==> src/rtl/mvc_pkg.sv <==
`timescale 1ns/1ps
package mvc_pkg;
  typedef enum logic [2:0] {
    MV_IDLE = 3'd0,
    MV_SEND = 3'd1,
    MV_WAIT = 3'd2,
    MV_OK   = 3'd3,
    MV_FAIL = 3'd4
  } mv_state_e;
endpackage

==> src/rtl/mvc_rst_sync.sv <==
`timescale 1ns/1ps
module mvc_rst_sync #(
  parameter int STAGES = 2
) (
  input  logic clk_i,
  input  logic rst_ni,
  output logic rst_no
);
  logic [STAGES-1:0] sync_q;

  always_ff @(posedge clk_i or negedge rst_ni) begin
    if (!rst_ni) sync_q <= '0;
    else         sync_q <= {sync_q[STAGES-2:0], 1'b1};
  end

  assign rst_no = sync_q[STAGES-1];
endmodule

==> src/rtl/mvc_timer.sv <==
`timescale 1ns/1ps
// Response window down-counter, loaded once per request.
module mvc_timer #(
  parameter int TCNT_W = 24
) (
  input  logic              clk_i,
  input  logic              rst_ni,
  input  logic              load_i,
  input  logic              dec_i,
  input  logic [TCNT_W-1:0] init_i,
  output logic              zero_o
);
  logic [TCNT_W-1:0] cnt_q, cnt_d;
  logic              cnt_en;

  always_comb begin
    cnt_en = 1'b0;
    cnt_d  = cnt_q;
    if (load_i) begin
      cnt_en = 1'b1;
      cnt_d  = init_i;
    end else if (dec_i && (cnt_q != '0)) begin
      cnt_en = 1'b1;
      cnt_d  = cnt_q - 1'b1;
    end
  end

  always_ff @(posedge clk_i or negedge rst_ni) begin
    if (!rst_ni)     cnt_q <= '0;
    else if (cnt_en) cnt_q <= cnt_d;
  end

  assign zero_o = (cnt_q == '0);
endmodule

==> src/rtl/mvc_tries.sv <==
`timescale 1ns/1ps
// Counts verify requests accepted since the last idle state.
module mvc_tries #(
  parameter int MAX_TRIES = 3
) (
  input  logic clk_i,
  input  logic rst_ni,
  input  logic clr_i,
  input  logic inc_i,
  output logic last_o
);
  localparam int TRY_W = $clog2(MAX_TRIES + 1);
  localparam logic [TRY_W-1:0] TRY_LIM = TRY_W'(MAX_TRIES);

  logic [TRY_W-1:0] n_q, n_d;
  logic             n_en;

  always_comb begin
    n_en = 1'b0;
    n_d  = n_q;
    if (clr_i) begin
      n_en = 1'b1;
      n_d  = '0;
    end else if (inc_i && (n_q != TRY_LIM)) begin
      n_en = 1'b1;
      n_d  = n_q + 1'b1;
    end
  end

  always_ff @(posedge clk_i or negedge rst_ni) begin
    if (!rst_ni)   n_q <= '0;
    else if (n_en) n_q <= n_d;
  end

  assign last_o = (n_q == TRY_LIM);
endmodule

==> src/rtl/mvc_fsm.sv <==
`timescale 1ns/1ps
module mvc_fsm
  import mvc_pkg::*;
(
  input  logic      clk_i,
  input  logic      rst_ni,
  input  logic      hold_i,
  input  logic      verify_en_i,
  input  logic      ack_i,
  input  logic      resp_i,
  input  logic      win_zero_i,
  input  logic      last_try_i,
  output logic      load_o,
  output logic      dec_o,
  output logic      clr_o,
  output mv_state_e state_o
);
  mv_state_e st_q, st_d;

  always_comb begin
    st_d = st_q;
    unique case (st_q)
      MV_IDLE: st_d = verify_en_i ? MV_SEND : MV_OK;
      MV_SEND: if (ack_i) st_d = MV_WAIT;
      MV_WAIT: begin
        if (resp_i)          st_d = MV_OK;
        else if (win_zero_i) st_d = last_try_i ? MV_FAIL : MV_SEND;
      end
      MV_OK:   st_d = MV_OK;
      MV_FAIL: st_d = MV_FAIL;
      default: st_d = MV_IDLE;
    endcase
    if (hold_i) st_d = MV_IDLE;
  end

  always_ff @(posedge clk_i or negedge rst_ni) begin
    if (!rst_ni) st_q <= MV_IDLE;
    else         st_q <= st_d;
  end

  assign load_o  = (st_q == MV_SEND) && ack_i && !hold_i;
  assign dec_o   = (st_q == MV_WAIT);
  assign clr_o   = (st_q == MV_IDLE);
  assign state_o = st_q;
endmodule

==> src/rtl/merge_verify_ctrl.sv <==
`timescale 1ns/1ps
module merge_verify_ctrl
  import mvc_pkg::*;
#(
  parameter int TCNT_W    = 24,
  parameter int MAX_TRIES = 3
) (
  input  logic              clk_i,
  input  logic              rst_ni,
  input  logic              hold_i,
  input  logic              verify_en_i,
  input  logic [TCNT_W-1:0] timeout_i,
  output logic              req_o,
  input  logic              req_ack_i,
  input  logic              resp_seen_i,
  output logic              busy_o,
  output logic              ok_o,
  output logic              fail_o
);
  logic      rst_core_n;
  logic      load, dec, clr, win_zero, last_try;
  mv_state_e state;

  mvc_rst_sync #(.STAGES(2)) u_rst (
    .clk_i (clk_i),
    .rst_ni(rst_ni),
    .rst_no(rst_core_n)
  );

  mvc_fsm u_fsm (
    .clk_i      (clk_i),
    .rst_ni     (rst_core_n),
    .hold_i     (hold_i),
    .verify_en_i(verify_en_i),
    .ack_i      (req_ack_i),
    .resp_i     (resp_seen_i),
    .win_zero_i (win_zero),
    .last_try_i (last_try),
    .load_o     (load),
    .dec_o      (dec),
    .clr_o      (clr),
    .state_o    (state)
  );

  mvc_timer #(.TCNT_W(TCNT_W)) u_timer (
    .clk_i (clk_i),
    .rst_ni(rst_core_n),
    .load_i(load),
    .dec_i (dec),
    .init_i(timeout_i),
    .zero_o(win_zero)
  );

  mvc_tries #(.MAX_TRIES(MAX_TRIES)) u_tries (
    .clk_i (clk_i),
    .rst_ni(rst_core_n),
    .clr_i (clr),
    .inc_i (load),
    .last_o(last_try)
  );

  assign req_o  = (state == MV_SEND);
  assign busy_o = (state == MV_SEND) || (state == MV_WAIT);
  assign ok_o   = (state == MV_OK);
  assign fail_o = (state == MV_FAIL);
endmodule

==> config.mk <==
export PLATFORM = sky130hd
export DESIGN_NAME = merge_verify_ctrl
export DESIGN_NICKNAME = d
export VERILOG_FILES = /design/src/rtl/mvc_pkg.sv /design/src/rtl/mvc_rst_sync.sv /design/src/rtl/mvc_timer.sv /design/src/rtl/mvc_tries.sv /design/src/rtl/mvc_fsm.sv /design/src/rtl/merge_verify_ctrl.sv
export SDC_FILE = /design/constraint.sdc
export NUM_CORES = 1
export LEC_CHECK = 0
export ABC_AREA = 0
export BUFFER_PORTS_ARGS = -buffer_cell sky130_fd_sc_hd__buf_2
export CORE_ASPECT_RATIO = 0.7
export CORE_MARGIN = 4
export CORE_UTILIZATION = 50
export CTS_CLUSTER_DIAMETER = 40
export DETAILED_ROUTE_END_ITERATION = 10
export PLACE_DENSITY_LB_ADDON = 0.1
export SLEW_MARGIN = 40
export SYNTH_ARGS = -nofsm -noshare
export SYNTH_HDL_FRONTEND = slang
export SYNTH_SLANG_ARGS = --single-unit
export TNS_END_PERCENT = 20
==> constraint.sdc <==
create_clock -name clk_i -period 1.9 [get_ports clk_i]
set_input_delay 0.19 -clock clk_i [delete_from_list [all_inputs] [get_ports clk_i]]
set_output_delay 0.19 -clock clk_i [all_outputs]
set_load 0.02 [all_outputs]
==> impl_metrics.py <==
metrics = {
    "sta": {
        "period_minus_slack_ns": 2.12,
        "setup_viol": 23,
        "hold_viol_final": 0,
        "finalWorstSetupSlack_ns": -0.219,
        "max_freq_ghz": 0.472,
        "fin_crit_sh_pct": 112,
        "skew_ns": 0.00566,
        "slew_violations": 0,
        "finalSetupTns_ns": -2.24,
        "rsz0062_at_grt": "true",
        "hold_ws_ns": 0.115,
    },
    "place": {
        "dpl_worst_slack_ns": -0.258,
        "dp_hpwl_um": 3460,
        "gp_congestion": 0.844,
        "io_buffer_count": 33,
    },
    "synthesis": {
        "syn_nets": 234,
        "yosysSeqAreaShare_pct": 43.0,
        "synth-seq-cells": 31,
        "yosys.cell_types.count": 48,
        "yosys_warnings": 0,
        "synth_top_area_share_pct": 43.0,
        "synth_area_per_cell_um2": 8.98,
        "synth_edf_count": 0,
        "synth_area_um2": 1800,
        "synth_adder_area_share_pct": 2.08,
        "synth-compound-area-share_pct": 15.5,
        "synthTopCellsByArea": "dfrtp_1 43%, nand2_1 5.4%, xnor2_1 4.4%",
        "synth_xor_xnor_area_share_pct": 5.83,
        "dominantRegCellSynth": "dfrtp_1",
        "async_flop_share_pct": 100,
        "yosys.area.top_type": "dfrtp_1",
        "synth_top_family_by_area": "simple AND/OR/NAND/NOR gates",
        "yosys.area_share.simple_pct": 30.7,
        "syn_inst": 201,
        "synth.area.mux_share_pct": 0,
    },
    "power": {
        "power_frac_comb_pct": 38.5,
        "p_sw_mw": 0.925,
        "power_density_nw_per_um2": 1000,
        "clkPwrFrac_pct": 21.6,
        "p_int_mw": 1.70,
        "p_sw_share_pct": 35.2,
        "vdd_drop_max_uv": 669,
        "leakagePower_nw": 1.09,
        "seqPwrFrac_pct": 39.9,
    },
    "setup_path": {
        "worst_path_largest_cell_delay_ns": 0.41,
        "r2r-start": "u_timer.cnt_q[1]",
        "critPathCaptureType": "register",
        "required_ns": 2.07,
        "crit_path_start_kind": "register",
        "worstSetupPathType": "reg2reg",
        "worstPathArrival_ns": 2.29,
        "reg2reg_to": "u_timer.cnt_q[22]",
        "path_cells": "inv_2 > ha_4 > or3b_4 > nor4_4 > o211a_1 > nor4b_4 > xnor2_1 > o21ai_1",
        "worstRegToRegCells": 8,
        "cp_max_fo": 3,
        "r2r_slack_ns": -0.22,
        "slowest_stage": "dfrtp_1",
    },
    "cts": {
        "cts-root-buf": "clkbuf_8",
        "insertion_delay_ns": 0.29,
        "cts_buffer_depth": 2,
        "tritoncts": "done",
        "clock_sinks": 31,
        "clk_pin_slew_ns": 0.06,
        "cts_buffers": 5,
        "htreeDepth": 2,
    },
    "final_layout": {
        "drive_gt1_share_pct": 41.2,
        "area_growth_pct": 45.3,
        "mostFrequentLayoutCells": "41 x buf_4, 33 x buf_2, 31 x dfrtp_1",
        "n_antenna_cell": 0,
        "fillCellCount": 206,
        "final_common_cell": "buf_4",
        "finalNetCount": 311,
    },
    "drt": {
        "drt_wl_total_um": 5190,
        "vias_per_cell": 5.55,
        "drt-pass1-iter-count": 4,
        "drt_iter0_drc": 171,
        "routedWlPerCell_um": 15.9,
        "vias": 1810,
        "detail-route-antenna-nets": 0,
        "drc_errors": 0,
    },
    "worst_hold_path": {
        "worstHoldPathCells": 3,
        "hold_path.startpoint": "timeout_i[3]",
        "hold_path_class": "in2reg",
        "hold_end": "u_timer.cnt_q[3]",
    },
    "grt": {
        "grt_use_total_pct": 23.3,
        "grt_pass1_wl_um": 8180,
        "grt_pass1_vias": 1768,
        "antenna_found_initial": 0,
        "grt_max_degree": 34,
        "overflow": 0,
    },
    "floorplanning": {
        "io_pins": 34,
        "fp.dieH_um": 58.3,
        "fp.dieArea_um2": 4650,
        "die_x_um": 79.8,
        "coreArea_um2": 3300,
        "row_count": 17,
        "start_util_pct": 54.7,
    },
    "outcome": {
        "violations": "setup timing",
        "status": "finished, violations left",
    },
    "job": {
        "drv_cap": 0,
    },
}
==> synth_stat cells (2+ instances only) <==
master     n
nand4_1    3
o21ai_1   11
or3_1      4
nand2_1   26
nor3_1    12
nor4_1     4
dfrtp_1   31
nor3b_1    2
inv_1      5
xnor2_1    9
nor2b_1    2
ha_1       3
o21ai_0    5
o311ai_1   2
a21oi_1    5
nor4_2     2
nand3_1    9
a31oi_1    2
o211ai_1   4
clkbuf_1   7
a211oi_1   4
o311ai_0   2
nor2_1    18
xor2_1     3
nand2b_1   3
==> metal layers <==
| metal | vias to the layer above | GRT usage [%] | part of all wire [%] |
|---|---|---|---|
| met3 | 7 | 6.52 | 7.1 |
| met5 | - | 0 | 0 |
| met1 | 836 | 31.3 | 44 |
| met2 | 81 | 35.2 | 48 |
| met4 | 0 | 10.1 | 1.3 |
| li1 | 886 | - | - |
==> sequential cells by signal (all words and copies together), names as in the netlist <==
register,flops
u_timer.cnt_q,24
u_tries.n_q,2
u_rst.sync_q,2
u_fsm.state_o,3
==> worst max path at each step <==
stage / cells after the start / startpoint / end
floorplan: 8 / u_timer.cnt_q[0] / u_timer.cnt_q[22]
global placement: 8 / u_timer.cnt_q[1] / u_timer.cnt_q[18]
detailed placement: 8 / u_timer.cnt_q[1] / u_timer.cnt_q[18]
CTS: 8 / u_timer.cnt_q[1] / u_timer.cnt_q[18]
global route: 8 / u_timer.cnt_q[0] / u_timer.cnt_q[22]
finish: 8 / u_timer.cnt_q[1] / u_timer.cnt_q[22]
==> layout make-up <==
type	count	area (um2)	area share, %
Sequential cell	31	776	29.6
Tap cell	47	58.8	2.24
Multi-Input combinational cell	157	1140	43.6
Timing Repair Buffer	78	526	20.0
Inverter	5	18.8	0.716
Clock buffer	8	100	3.82
==> worst max-delay path, delay by kind of cell, from the launching register on <==
family / cells / cell delay (ns)
adder cells (fa/ha/maj): 1 / 0.13
AO/OA/AOI/OAI: 2 / 0.34
flip-flops: 1 / 0.41
AND/OR/NAND/NOR: 3 / 0.89
XOR/XNOR: 1 / 0.16
buffers and inverters: 1 / 0.09
==> power by group through the flow <==
stage / Clock (mW) / Combinational, mW / Sequential, mW
after floorplan: 0 / 0.443 / 1.03
after detailed placement: 0 / 0.874 / 1.02
after global placement: 0 / 0.838 / 1.01
after global routing: 0.614 / 1.11 / 1.07
after CTS: 0.587 / 0.937 / 1.02
final: 0.569 / 1.01 / 1.05
==> cell families after synthesis <==
kind of cell,Yosys count
other,1
xor gates and xnor gates,12
buffers and inverters,13
and+or+nand+nor,99
AOI/OAI and AO/OA,42
adders and majority gates,3
DFF,31
==> stage by stage <==
stage / std cells / total power [mW] / cell area, um2 / utilization, %
3_3_place_gp: 310 / 1.85 / 2320 / 70.2
5_1_grt: 326 / 2.80 / 2620 / 79.5
2_1_floorplan: 201 / 1.47 / 1830 / -
3_5_place_dp: 310 / 1.89 / 2320 / 70.2
6_report: 326 / 2.63 / 2620 / 79.5
4_1_cts: 321 / 2.54 / 2490 / 75.6
==> repair_timing <==
action                                  CTS  global route
gates resized for setup                  10            19
endpoints found under the hold margin     2             0
hold buffers                              1             0
endpoints found under the setup margin   27            27
buffers inserted                          2             5
gates cloned                              0             0
pin swaps                                 5            14
Power figures use the tool's default switching activity.
